`src/rtl/sync_route_pkg.sv`:
```
package sync_route_pkg;

    typedef enum logic [1:0] {
        DRV_NORMAL = 2'b00,
        DRV_LOW    = 2'b01,
        DRV_HIGH   = 2'b10,
        DRV_HIZ    = 2'b11
    } drive_mode_e;

    typedef enum logic [1:0] {
        PATH_DIRECT    = 2'b00,
        PATH_MATCHED   = 2'b01,
        PATH_COMPOSITE = 2'b10
    } path_mode_e;

endpackage

```
`src/rtl/sync_delay_line.sv`:
```
module sync_delay_line #(
    parameter int PIPE_LAT = 4,
    parameter int POS_W    = 4
) (
    input  logic             clk,
    input  logic             rst_n,
    input  logic             adv_en,
    input  logic             din,
    input  logic [POS_W-1:0] pos,
    output logic             dout
);
    localparam int POS_MAX = (1 << POS_W) - 1;
    localparam int DEPTH   = PIPE_LAT + POS_MAX;
    localparam int IDX_W   = $clog2(DEPTH);

    logic [DEPTH-1:0] taps;
    logic [IDX_W-1:0] tap_sel;

    // stage 0 is the input latch; each later stage is one more pixel clock
    always_ff @(posedge clk or negedge rst_n) begin
        if (!rst_n) begin
            taps <= '0;
        end else if (adv_en) begin
            taps <= {taps[DEPTH-2:0], din};
        end
    end

    assign tap_sel = IDX_W'(PIPE_LAT - 1) + IDX_W'(pos);
    assign dout    = taps[tap_sel];

endmodule

```
`src/rtl/sync_path_sel.sv`:
```
module sync_path_sel
    import sync_route_pkg::*;
(
    input  logic       raw_in,
    input  logic       delayed_in,
    input  logic       sog_en,
    input  logic       dly_bypass,
    input  logic       cs_inv,
    output path_mode_e mode,
    output logic       h_pre,
    output logic       green
);
    always_comb begin
        if (sog_en) begin
            mode = PATH_COMPOSITE;
        end else if (dly_bypass) begin
            mode = PATH_DIRECT;
        end else begin
            mode = PATH_MATCHED;
        end
    end

    always_comb begin
        h_pre = 1'b0;
        green = 1'b0;
        unique case (mode)
            PATH_DIRECT: begin
                h_pre = raw_in;
                green = 1'b0;
            end
            PATH_MATCHED: begin
                h_pre = delayed_in;
                green = 1'b0;
            end
            PATH_COMPOSITE: begin
                h_pre = raw_in;
                green = delayed_in ^ cs_inv;
            end
            default: begin
                h_pre = 1'b0;
                green = 1'b0;
            end
        endcase
    end

endmodule

```
`src/rtl/sync_out_stage.sv`:
```
module sync_out_stage
    import sync_route_pkg::*;
(
    input  logic        din,
    input  logic        inv,
    input  drive_mode_e drv,
    output logic        dout,
    output logic        oe
);
    logic level;

    assign level = din ^ inv;

    always_comb begin
        dout = 1'b0;
        oe   = 1'b0;
        unique case (drv)
            DRV_NORMAL: begin
                dout = level;
                oe   = 1'b1;
            end
            DRV_LOW: begin
                dout = 1'b0;
                oe   = 1'b1;
            end
            DRV_HIGH: begin
                dout = 1'b1;
                oe   = 1'b1;
            end
            DRV_HIZ: begin
                dout = 1'b0;
                oe   = 1'b0;
            end
            default: begin
                dout = 1'b0;
                oe   = 1'b0;
            end
        endcase
    end

endmodule

```
`src/rtl/sync_route_unit.sv`:
```
module sync_route_unit
    import sync_route_pkg::*;
#(
    parameter int PIPE_LAT = 4,
    parameter int POS_W    = 4
) (
    input  logic             clk,
    input  logic             rst_n,
    input  logic             sync_hc_i,
    input  logic             sync_v_i,
    input  logic             sog_en_i,
    input  logic             dly_bypass_i,
    input  logic [POS_W-1:0] pos_i,
    input  logic             cs_inv_i,
    input  logic             hs_inv_i,
    input  logic             vs_inv_i,
    input  logic [1:0]       hs_mode_i,
    input  logic [1:0]       vs_mode_i,
    input  logic             dly_pwrdn_i,
    output logic             hs_o,
    output logic             hs_oe_o,
    output logic             vs_o,
    output logic             vs_oe_o,
    output logic             green_sync_o
);
    localparam int N_OUT = 2;

    logic       delayed;
    logic       h_pre;
    path_mode_e path_mode;

    logic [N_OUT-1:0] stage_din;
    logic [N_OUT-1:0] stage_inv;
    logic [N_OUT-1:0] stage_dout;
    logic [N_OUT-1:0] stage_oe;
    logic [1:0]       stage_drv [N_OUT];

    sync_delay_line #(
        .PIPE_LAT (PIPE_LAT),
        .POS_W    (POS_W)
    ) u_delay (
        .clk    (clk),
        .rst_n  (rst_n),
        .adv_en (!dly_pwrdn_i),
        .din    (sync_hc_i),
        .pos    (pos_i),
        .dout   (delayed)
    );

    sync_path_sel u_path (
        .raw_in     (sync_hc_i),
        .delayed_in (delayed),
        .sog_en     (sog_en_i),
        .dly_bypass (dly_bypass_i),
        .cs_inv     (cs_inv_i),
        .mode       (path_mode),
        .h_pre      (h_pre),
        .green      (green_sync_o)
    );

    // index 0: horizontal, index 1: vertical
    assign stage_din    = {sync_v_i, h_pre};
    assign stage_inv    = {vs_inv_i, hs_inv_i};
    assign stage_drv[0] = hs_mode_i;
    assign stage_drv[1] = vs_mode_i;

    for (genvar g = 0; g < N_OUT; g++) begin : g_out
        sync_out_stage u_stage (
            .din  (stage_din[g]),
            .inv  (stage_inv[g]),
            .drv  (drive_mode_e'(stage_drv[g])),
            .dout (stage_dout[g]),
            .oe   (stage_oe[g])
        );
    end

    assign hs_o    = stage_dout[0];
    assign hs_oe_o = stage_oe[0];
    assign vs_o    = stage_dout[1];
    assign vs_oe_o = stage_oe[1];

endmodule

```
`config.mk`:
```
export PLATFORM = sky130hd
export DESIGN_NAME = sync_route_unit
export DESIGN_NICKNAME = d
export VERILOG_FILES = /design/src/rtl/sync_route_pkg.sv /design/src/rtl/sync_delay_line.sv /design/src/rtl/sync_path_sel.sv /design/src/rtl/sync_out_stage.sv /design/src/rtl/sync_route_unit.sv
export SDC_FILE = /design/constraint.sdc
export NUM_CORES = 1
export LEC_CHECK = 0
export BUFFER_PORTS_ARGS = -buffer_cell sky130_fd_sc_hd__buf_2
export CAP_MARGIN = 10
export CORE_ASPECT_RATIO = 1.1
export CORE_MARGIN = 3
export CORE_UTILIZATION = 45
export DETAILED_ROUTE_END_ITERATION = 12
export HOLD_SLACK_MARGIN = 0.15
export PLACE_DENSITY = 0.72
export SYNTH_ARGS = -nofsm -noshare
export SYNTH_HDL_FRONTEND = slang
export SYNTH_HIERARCHICAL = 1
export SYNTH_SLANG_ARGS = --single-unit
```
`constraint.sdc`:
```
create_clock -name clk -period 3.9 [get_ports clk]
set_input_delay 0.78 -clock clk [delete_from_list [all_inputs] [get_ports clk]]
set_output_delay 0.78 -clock clk [all_outputs]
set_load 0.1 [all_outputs]
```
==> results.md, run 1 <==
* Skew-Pair Late Insertion Delay at 0.30 ns
* Antenna violations before repair at 0
* Fillers at 166
* Period utilization at 98.6%
* Final Slew Violations at 0
* Cell family with most CP delay: compound AO/OA/AOI/OAI gates
* Inserted Diodes at 0
* Die W at 51.8 um
* Multi-input gate area at 569 sq um
* Synthesized Nets at 99
* Worst EP required at 3.12 ns
* H-tree depth at 1
* Final Setup Violations at 0
* Final net count at 123
* LEAKAGE at 0.570 nW
* CP arrival at 3.07 ns
* Routed length per instance at 14.1 um
* Pin count of the biggest net entering global routing at 20
* Iter 0 DRT Violations at 8
* Setup_tns at 0 ns
* PD cells at 533 nW/um^2
* Fmax at 260 MHz
* Mean number of vias per cell at 5.47
* Root Buffer: clkbuf_4
* Fin crit period at 3.85 ns
* Most flop-heavy register: u_delay/taps
* Drt drc at 0
* Post-CTS Setup Inserts at 0
* WP buf/inv at 3
* Die Area at 2920 sq um
* Initial Util at 49.3%
* Cell Area, Placed at 1230 sq um
* WS Path Type: input port to output port
* Post-layout instance area at 1280 sq um
* Placed Cells at 127
* Worst rel slew slack at 55.2%
* Final Hold Fails at 0
* Delay of the slowest critical-path stage at 0.32 ns
* Num Clock Sinks at 19
* Register Area at 475 sq um
* Core Area at 2110 sq um
* RSZ-0062 raised after global routing: true
* Syn_area_per_cell at 13.0 sq um
* Status: complete, no violations
* Final weighted congestion in routability-driven placement at 0.757
* Congestion Overflow GR at 0
* Setup Slack @ Placement at -0.0618 ns
* Critical path cell sequence: buf_2 -> inv_1 -> ha_4 -> mux4_2 -> and3_4 -> a211oi_2 -> a311oi_1 -> a311o_1 -> mux2_4 -> xnor2_2 -> a21oi_4 -> buf_12
* CTS Buf Count at 3
* Startpoint types: input port
* CP max-delay cell: mux4_2
* I/O Pins at 23
* Post-Layout Cell Count at 131
* Worst slew pin tran at 0.671 ns
* Dpl hpwl at 1360 um
* Number of global-route vias before repair at 686
* Max-cap violations at 0
* CTS tree: yes
* Port Buf Inserts at 22
* Clk slew on worst S/H paths at 0.10 ns
* TritonRoute pass-1 iters at 4
* Mapped Cells at 80
* Gr usage total at 14.2%
* Setup slack after layout at 0.0532 ns
* CTS max path bufs at 2
* Die height at 56.4 um
* Clk_skew at 0.00926 ns
* Layout cells sized above 1 at 52.4%
* Post-route ant nets at 0
* Via count at 717
* Routed Wire Length at 1850 um
* Core Util, Final at 60.7%
* Post-Syn Area at 1040 sq um
* Crit. End Element: output port
* Crit path max fanout at 6
* VDD IR max at 0.000295 V
* First-pass GRT wire length at 2990 um
* Yosys warns at 6
* # rows at 17
* P&R area growth vs syn at 23.0%
* Class of the worst hold path: input port to asynchronous set/reset pin
* Biggest regs: u_delay/taps x19
* Max FFs per register at 19
## per-stage QoR
| stage | power (mW) | hold slack [ns] |
|---|---|---|
| 3_5_place_dp | 0.581 | 0.494 |
| 3_3_place_gp | 0.568 | 0.492 |
| 2_1_floorplan | 0.510 | 0.480 |
| 5_1_grt | 0.726 | 0.403 |
| 6_report | 0.681 | 0.389 |
| 4_1_cts | 0.682 | 0.396 |
## per-layer routing
metal	wire, um	GRT usage (%)	vias to the layer above
met5	0	0	-
met4	57	11.2	0
met3	114	2.65	4
met2	855	21.3	27
met1	825	17.4	340
li1	-	-	346
## path summary, 6_finish.rpt
| check | start | endpoint | slack (ns) | depth (start not counted) |
|---|---|---|---|---|
| min | rst_n | u_delay/taps[10] | 0.39 | 1 |
| max | pos_i[1] | hs_o | 0.05 | 12 |
| max reg2reg | u_delay/taps[7] | u_delay/taps[8] | 3.10 | 1 |
| min reg2reg | u_delay/taps[18] | u_delay/taps[18] | 0.51 | 1 |
| max in group asynchronous | rst_n | u_delay/taps[13] | 3.22 | 1 |
| min in group clk | u_delay/taps[18] | u_delay/taps[18] | 0.51 | 1 |
## layout make-up
| type | instances | share of cell area [%] |
|---|---|---|
| Sequential cell | 19 | 37.2 |
| Multi-Input combinational cell | 52 | 44.6 |
| Clock buffer | 4 | 2.06 |
| Inverter | 6 | 1.96 |
| Tap cell | 28 | 2.74 |
| Timing Repair Buffer | 22 | 11.5 |
## placed cells by master (no fill, tap or decap), types with 3 or more instances in the layout
cell,instances
dfrtp_1,19
mux4_1,3
clkbuf_4,3
nand2_1,3
buf_2,19
inv_1,5
mux2_2,19
## report_power, final
group / internal (mW) / switching, mW / total [mW]
logic: 0.139 / 0.115 / 0.254
registers: 0.276 / 0.0546 / 0.330
clock network: 0.0399 / 0.0563 / 0.0961
total: 0.455 / 0.226 / 0.681
## repair_timing
item | CTS | global route
gates resized for setup | 2 | 3
setup endpoints to repair | 1 | 1
pin swaps | 0 | 2
hold buffers | 0 | 0
No activity file was read; power rests on OpenSTA's default activity.
==> run 2, diff against run 1 <==
--- a/constraint.sdc
+++ b/constraint.sdc
@@ -3,2 +3,2 @@
 set_output_delay 0.78 -clock clk [all_outputs]
-set_load 0.1 [all_outputs]
+set_load 0.05 [all_outputs]
==> run 2 against run 1 <==
Effect of this change: register-to-register slack is essentially flat; worst setup slack lost 0.012 ns; utilization grew 2.3 points; fmax shrank 0.32%; combinational power shrank 6%; first-iteration DRC count grew 38%; clock skew shrank 0.0041 ns; critical path depth is the same; via count grew 3.5%; sequential power is essentially flat; wire length grew 0.65%; critical endpoint unchanged; highest routed layer unchanged.
==> results.md, run 2 (synthesized netlist as in run 1, its figures left out) <==
* LEAKAGE at 0.605 nW
* First-pass GRT wire length at 3140 um
* Final Setup Violations at 0
* Status: complete, no violations
* Num Clock Sinks at 19
* Inserted Diodes at 0
* Class of the worst hold path: input port to asynchronous set/reset pin
* Max FFs per register at 19
* Max-cap violations at 0
* Gr usage total at 13.7%
* Port Buf Inserts at 22
* Initial Util at 49.3%
* Crit path max fanout at 4
* Final Slew Violations at 0
* Net Sw Frac at 31.3%
* Fmax at 259 MHz
* H-tree depth at 1
* PD cells at 501 nW/um^2
* # rows at 17
* CTS max path bufs at 2
* Reg power frac at 49.8%
* Post-route ant nets at 0
* Combinational power share at 35.9%
* Reg2reg setup slack at 3.11 ns
* CP arrival at 3.08 ns
* FF-to-FF End: u_delay/taps[7]
* I/O Pins at 23
* Routed Wire Length at 1860 um
* Psw at 0.208 mW
* Root Buffer: clkbuf_4
* Biggest regs: u_delay/taps x19
* Via count at 742
* Commonest non-fill, non-tap cells in the layout: buf_2, mux2_2, dfrtp_1
* Startpoint types: input port
* Total internal power at 0.456 mW
* Dpl hpwl at 1390 um
* Antenna violations before repair at 0
* Most flop-heavy register: u_delay/taps
* Die W at 51.8 um
* Die Area at 2920 sq um
* Mean number of vias per cell at 5.34
* Core Area at 2110 sq um
* VDD IR max at 0.000352 V
* CTS Buf Count at 3
* WS Path Type: input port to output port
* TritonRoute pass-1 iters at 4
* Total power at 0.664 mW
* R2R cell count at 1
* Routed length per instance at 13.4 um
* Skew-Pair Late Insertion Delay at 0.29 ns
* Final Hold Fails at 0
* Congestion Overflow GR at 0
* Post-layout instance area at 1330 sq um
* Iter 0 DRT Violations at 11
* Setup slack after layout at 0.0411 ns
* CTS tree: yes
* RSZ-0062 raised after global routing: true
* Worst rel slew slack at 54.4%
* Crit. End Element: output port
* Fin crit period at 3.86 ns
* P&R area growth vs syn at 27.7%
* Layout cells sized above 1 at 56.8%
* Worst slew pin tran at 0.683 ns
* Clk_skew at 0.00519 ns
* Number of global-route vias before repair at 743
* Drt drc at 0
* Clock network power share at 14.4%
* Clk slew on worst S/H paths at 0.11 ns
* Worst EP required at 3.12 ns
* Setup Slack @ Placement at -0.0918 ns
* Final net count at 131
* Worst r2r src: u_delay/taps[6]
* Cell Area, Placed at 1230 sq um
* Period utilization at 98.9%
* Die height at 56.4 um
* Final weighted congestion in routability-driven placement at 0.755
* Pin count of the biggest net entering global routing at 20
run 2: cell types whose count changed in the layout (fill, tap and decap cells not counted), sizes merged:
cell / delta
buf: +8
clkinv: +1
clkbuf: -1
run 2: critical path, cell delays in order:
cell and delay, ns:
buf_8 0.08, inv_4 0.03, ha_4 0.27, buf_6 0.09
mux4_2 0.33, a221oi_2 0.30, a21oi_1 0.06, a311o_1 0.35
mux2_4 0.30, xnor2_4 0.16, a21oi_4 0.15, buf_6 0.17
run 2: worst max path at each step:
stage / end / cells after the start / start / slack, ns
final: hs_o / 12 / pos_i[0] / 0.04
after global routing: hs_o / 12 / pos_i[1] / -0.05
after CTS: hs_o / 12 / pos_i[0] / 0.003
after detailed placement: hs_o / 12 / pos_i[0] / -0.09
after global placement: hs_o / 12 / pos_i[0] / -0.02
after floorplan: hs_o / 11 / pos_i[0] / 0.03
run 2: area by class of cell:
cell class	instances	area, sq um
inverter	6	25.0
sequential	19	475
timing repair buffer	30	196
multi-input combinational	52	567
tap	28	35.0
fill	169	779
clock buffer	3	22.5
clock inverter	1	5.00
run 2: metrics by stage:
step | setup TNS (ns) | hold slack, ns | utilization [%] | instances
floorplan | 0 | 0.480 | - | 80
global placement | -0.0186 | 0.493 | 58.6 | 133
detailed placement | -0.0918 | 0.502 | 58.6 | 133
CTS | 0 | 0.411 | 60.5 | 137
global route | -0.0507 | 0.424 | 63.0 | 139
finish | 0 | 0.401 | 63.0 | 139
run 2: power by group through the flow:
stage	sequential (mW)	clock (mW)	combinational [mW]
global placement	0.329	0	0.213
floorplan	0.313	0	0.175
global route	0.341	0.107	0.261
finish	0.331	0.0954	0.238
detailed placement	0.335	0	0.220
CTS	0.329	0.101	0.225
run 2: metal layers:
metal  part of all wire, %  track usage, %  vias to the layer above
met5                     0               0                        -
met2                    53            23.5                       13
met3                   3.8            1.86                        2
met4                  0.54            4.49                        0
li1                      -               -                      361
met1                    42            17.6                      366
run 2: timing repair:
item	in CTS	in global routing
pin swaps	0	5
hold buffers	0	0
buffers inserted	0	2
setup endpoints to repair	1	2
gates resized for setup	3	11
gates cloned	0	0
==> run 3, diff against run 2 <==
ABC_AREA = 1   (was not set)
CORE_MARGIN = not set   (was 3)
MAX_ROUTING_LAYER = met4   (was not set)
PLACE_DENSITY = 0.71   (was 0.72)
==> run 3 against run 2 <==
Effect of this change: sequential power fell by 27%; first-iteration DRC count rose by 27%; wire length grew 15%; power shrank 29%.
==> results.md, run 3 <==
* Post-CTS Setup Inserts at 0
* First-pass GRT wire length at 3640 um
* Max FFs per register at 19
* Core Area at 2320 sq um
* RSZ-0062 raised after global routing: false
* Via count at 1033
* Cell family with most CP delay: buffers and inverters
* Period utilization at 93.1%
* Clk slew on worst S/H paths at 0.10 ns
* H-tree depth at 1
* Worst rel slew slack at 46.1%
* Dpl hpwl at 1680 um
* Num Clock Sinks at 19
* Commonest non-fill, non-tap cells in the layout: nand2_1, inv_1, buf_2
* Post-Syn Area at 1130 sq um
* Hold buffers post-CTS at 0
* Critical path cell sequence: buf_2 -> inv_2 -> ha_1 -> inv_1 -> a21oi_1 -> o21ai_1 -> a21oi_1 -> nand3_1 -> nand2_1 -> nand2_1 -> nand2_1 -> nand2_1 -> nand2_1 -> nand2_1 -> nand2_1 -> buf_2
* PD cells at 367 nW/um^2
* Most flop-heavy register: u_delay/taps
* Fmax at 275 MHz
* Most used cell, CP: nand2_1
* WS Path Type: input port to output port
* Iter 0 DRT Violations at 14
* WP buf/inv at 4
* Fillers at 228
* Initial Util at 48.8%
* PostCTS Resize Cnt at 0
* Fin crit period at 3.63 ns
* Hold Slack at 0.405 ns
* Skew-Pair Late Insertion Delay at 0.29 ns
* Post-route ant nets at 0
* Mean number of vias per cell at 4.76
* Most common cell after layout, fill and taps aside: nand2_1
* Delay of the slowest critical-path stage at 0.40 ns
* Die Area at 2720 sq um
* Final net count at 207
* Final Hold Fails at 0
* VDD IR max at 0.000191 V
* P&R area growth vs syn at 13.3%
* Layout cells sized above 1 at 17.6%
* LEAKAGE at 0.708 nW
* CTS Buf Count at 3
* Root Buffer: clkbuf_4
* Port Buf Inserts at 22
* Routed Wire Length at 2150 um
* Routed length per instance at 9.90 um
* Crit. End Element: output port
* TritonRoute pass-1 iters at 4
* Biggest regs: u_delay/taps x19
* Inserted Diodes at 0
* Max-cap violations at 0
* Final Setup Violations at 0
* Clk_skew at 0.00230 ns
* Die W at 49.8 um
* Final Slew Violations at 0
* I/O Pins at 23
* Congestion Overflow GR at 0
* Number of global-route vias before repair at 906
* Antenna violations before repair at 0
* CTS tree: yes
* CP max-delay cell: ha_1
* Mapped Cells at 165
* Crit path max fanout at 13
* Syn_area_per_cell at 6.86 sq um
* Status: complete, no violations
* Die height at 54.6 um
* Startpoint types: input port
* Class of the worst hold path: input port to asynchronous set/reset pin
* # rows at 18
* Setup slack after layout at 0.269 ns
* Gr usage total at 18.6%
* Final weighted congestion in routability-driven placement at 0.937
* CTS max path bufs at 2
* Setup_tns at 0 ns
* Yosys warns at 6
* Worst slew pin tran at 0.808 ns
* Setup Slack @ Placement at 0.282 ns
* Worst EP required at 3.12 ns
* CP arrival at 2.85 ns
* Drt drc at 0
* Synthesized Nets at 184
* Pin count of the biggest net entering global routing at 31
run 3: worst paths after layout:
kind / start / endpoint / depth (start not counted) / slack, ns
setup / recovery: pos_i[0] / hs_o / 16 / 0.27
hold / removal: rst_n / u_delay/taps[7] / 1 / 0.41
setup reg to reg: u_delay/taps[17] / u_delay/taps[18] / 1 / 3.09
hold reg to reg: u_delay/taps[10] / u_delay/taps[11] / 2 / 0.50
max in group asynchronous: rst_n / u_delay/taps[4] / 1 / 3.21
min in group clk: u_delay/taps[10] / u_delay/taps[11] / 2 / 0.50
run 3: where the power goes:
| group | total (mW) | switching [mW] | leakage [nW] | internal (mW) |
|---|---|---|---|---|
| registers | 0.242 | 0.0154 | 0.245 | 0.226 |
| clock network | 0.0969 | 0.0571 | 0.0150 | 0.0398 |
| logic | 0.131 | 0.0860 | 0.448 | 0.0450 |
run 3: final cells by class:
class                      count  area, sq um  share of cell area [%]
multi-input combinational    110          508                    39.6
sequential                    19          475                    37.1
timing repair buffer          23          118                    9.18
inverter                      31          116                    9.08
tap                           30         37.5                    2.93
clock buffer                   4         26.3                    2.05
run 3: stage by stage:
| step | cell area [sq um] | utilization (%) | power, mW | std cells |
|---|---|---|---|---|
| floorplan | 1130 | - | 0.339 | 165 |
| global placement | 1250 | 54.1 | 0.373 | 213 |
| detailed placement | 1250 | 54.1 | 0.377 | 213 |
| CTS | 1280 | 55.2 | 0.473 | 217 |
| global route | 1280 | 55.2 | 0.504 | 217 |
| finish | 1280 | 55.2 | 0.470 | 217 |
run 3: metal layers:
metal | up-vias | share of wire [%] | wire length [um] | track usage [%]
li1 | 549 | - | - | -
met1 | 455 | 48 | 1040 | 21.9
met3 | 4 | 3.1 | 67 | 1.67
met5 | - | 0 | 0 | -
met4 | 0 | 1.5 | 32 | 10.0
met2 | 25 | 47 | 1010 | 32.0
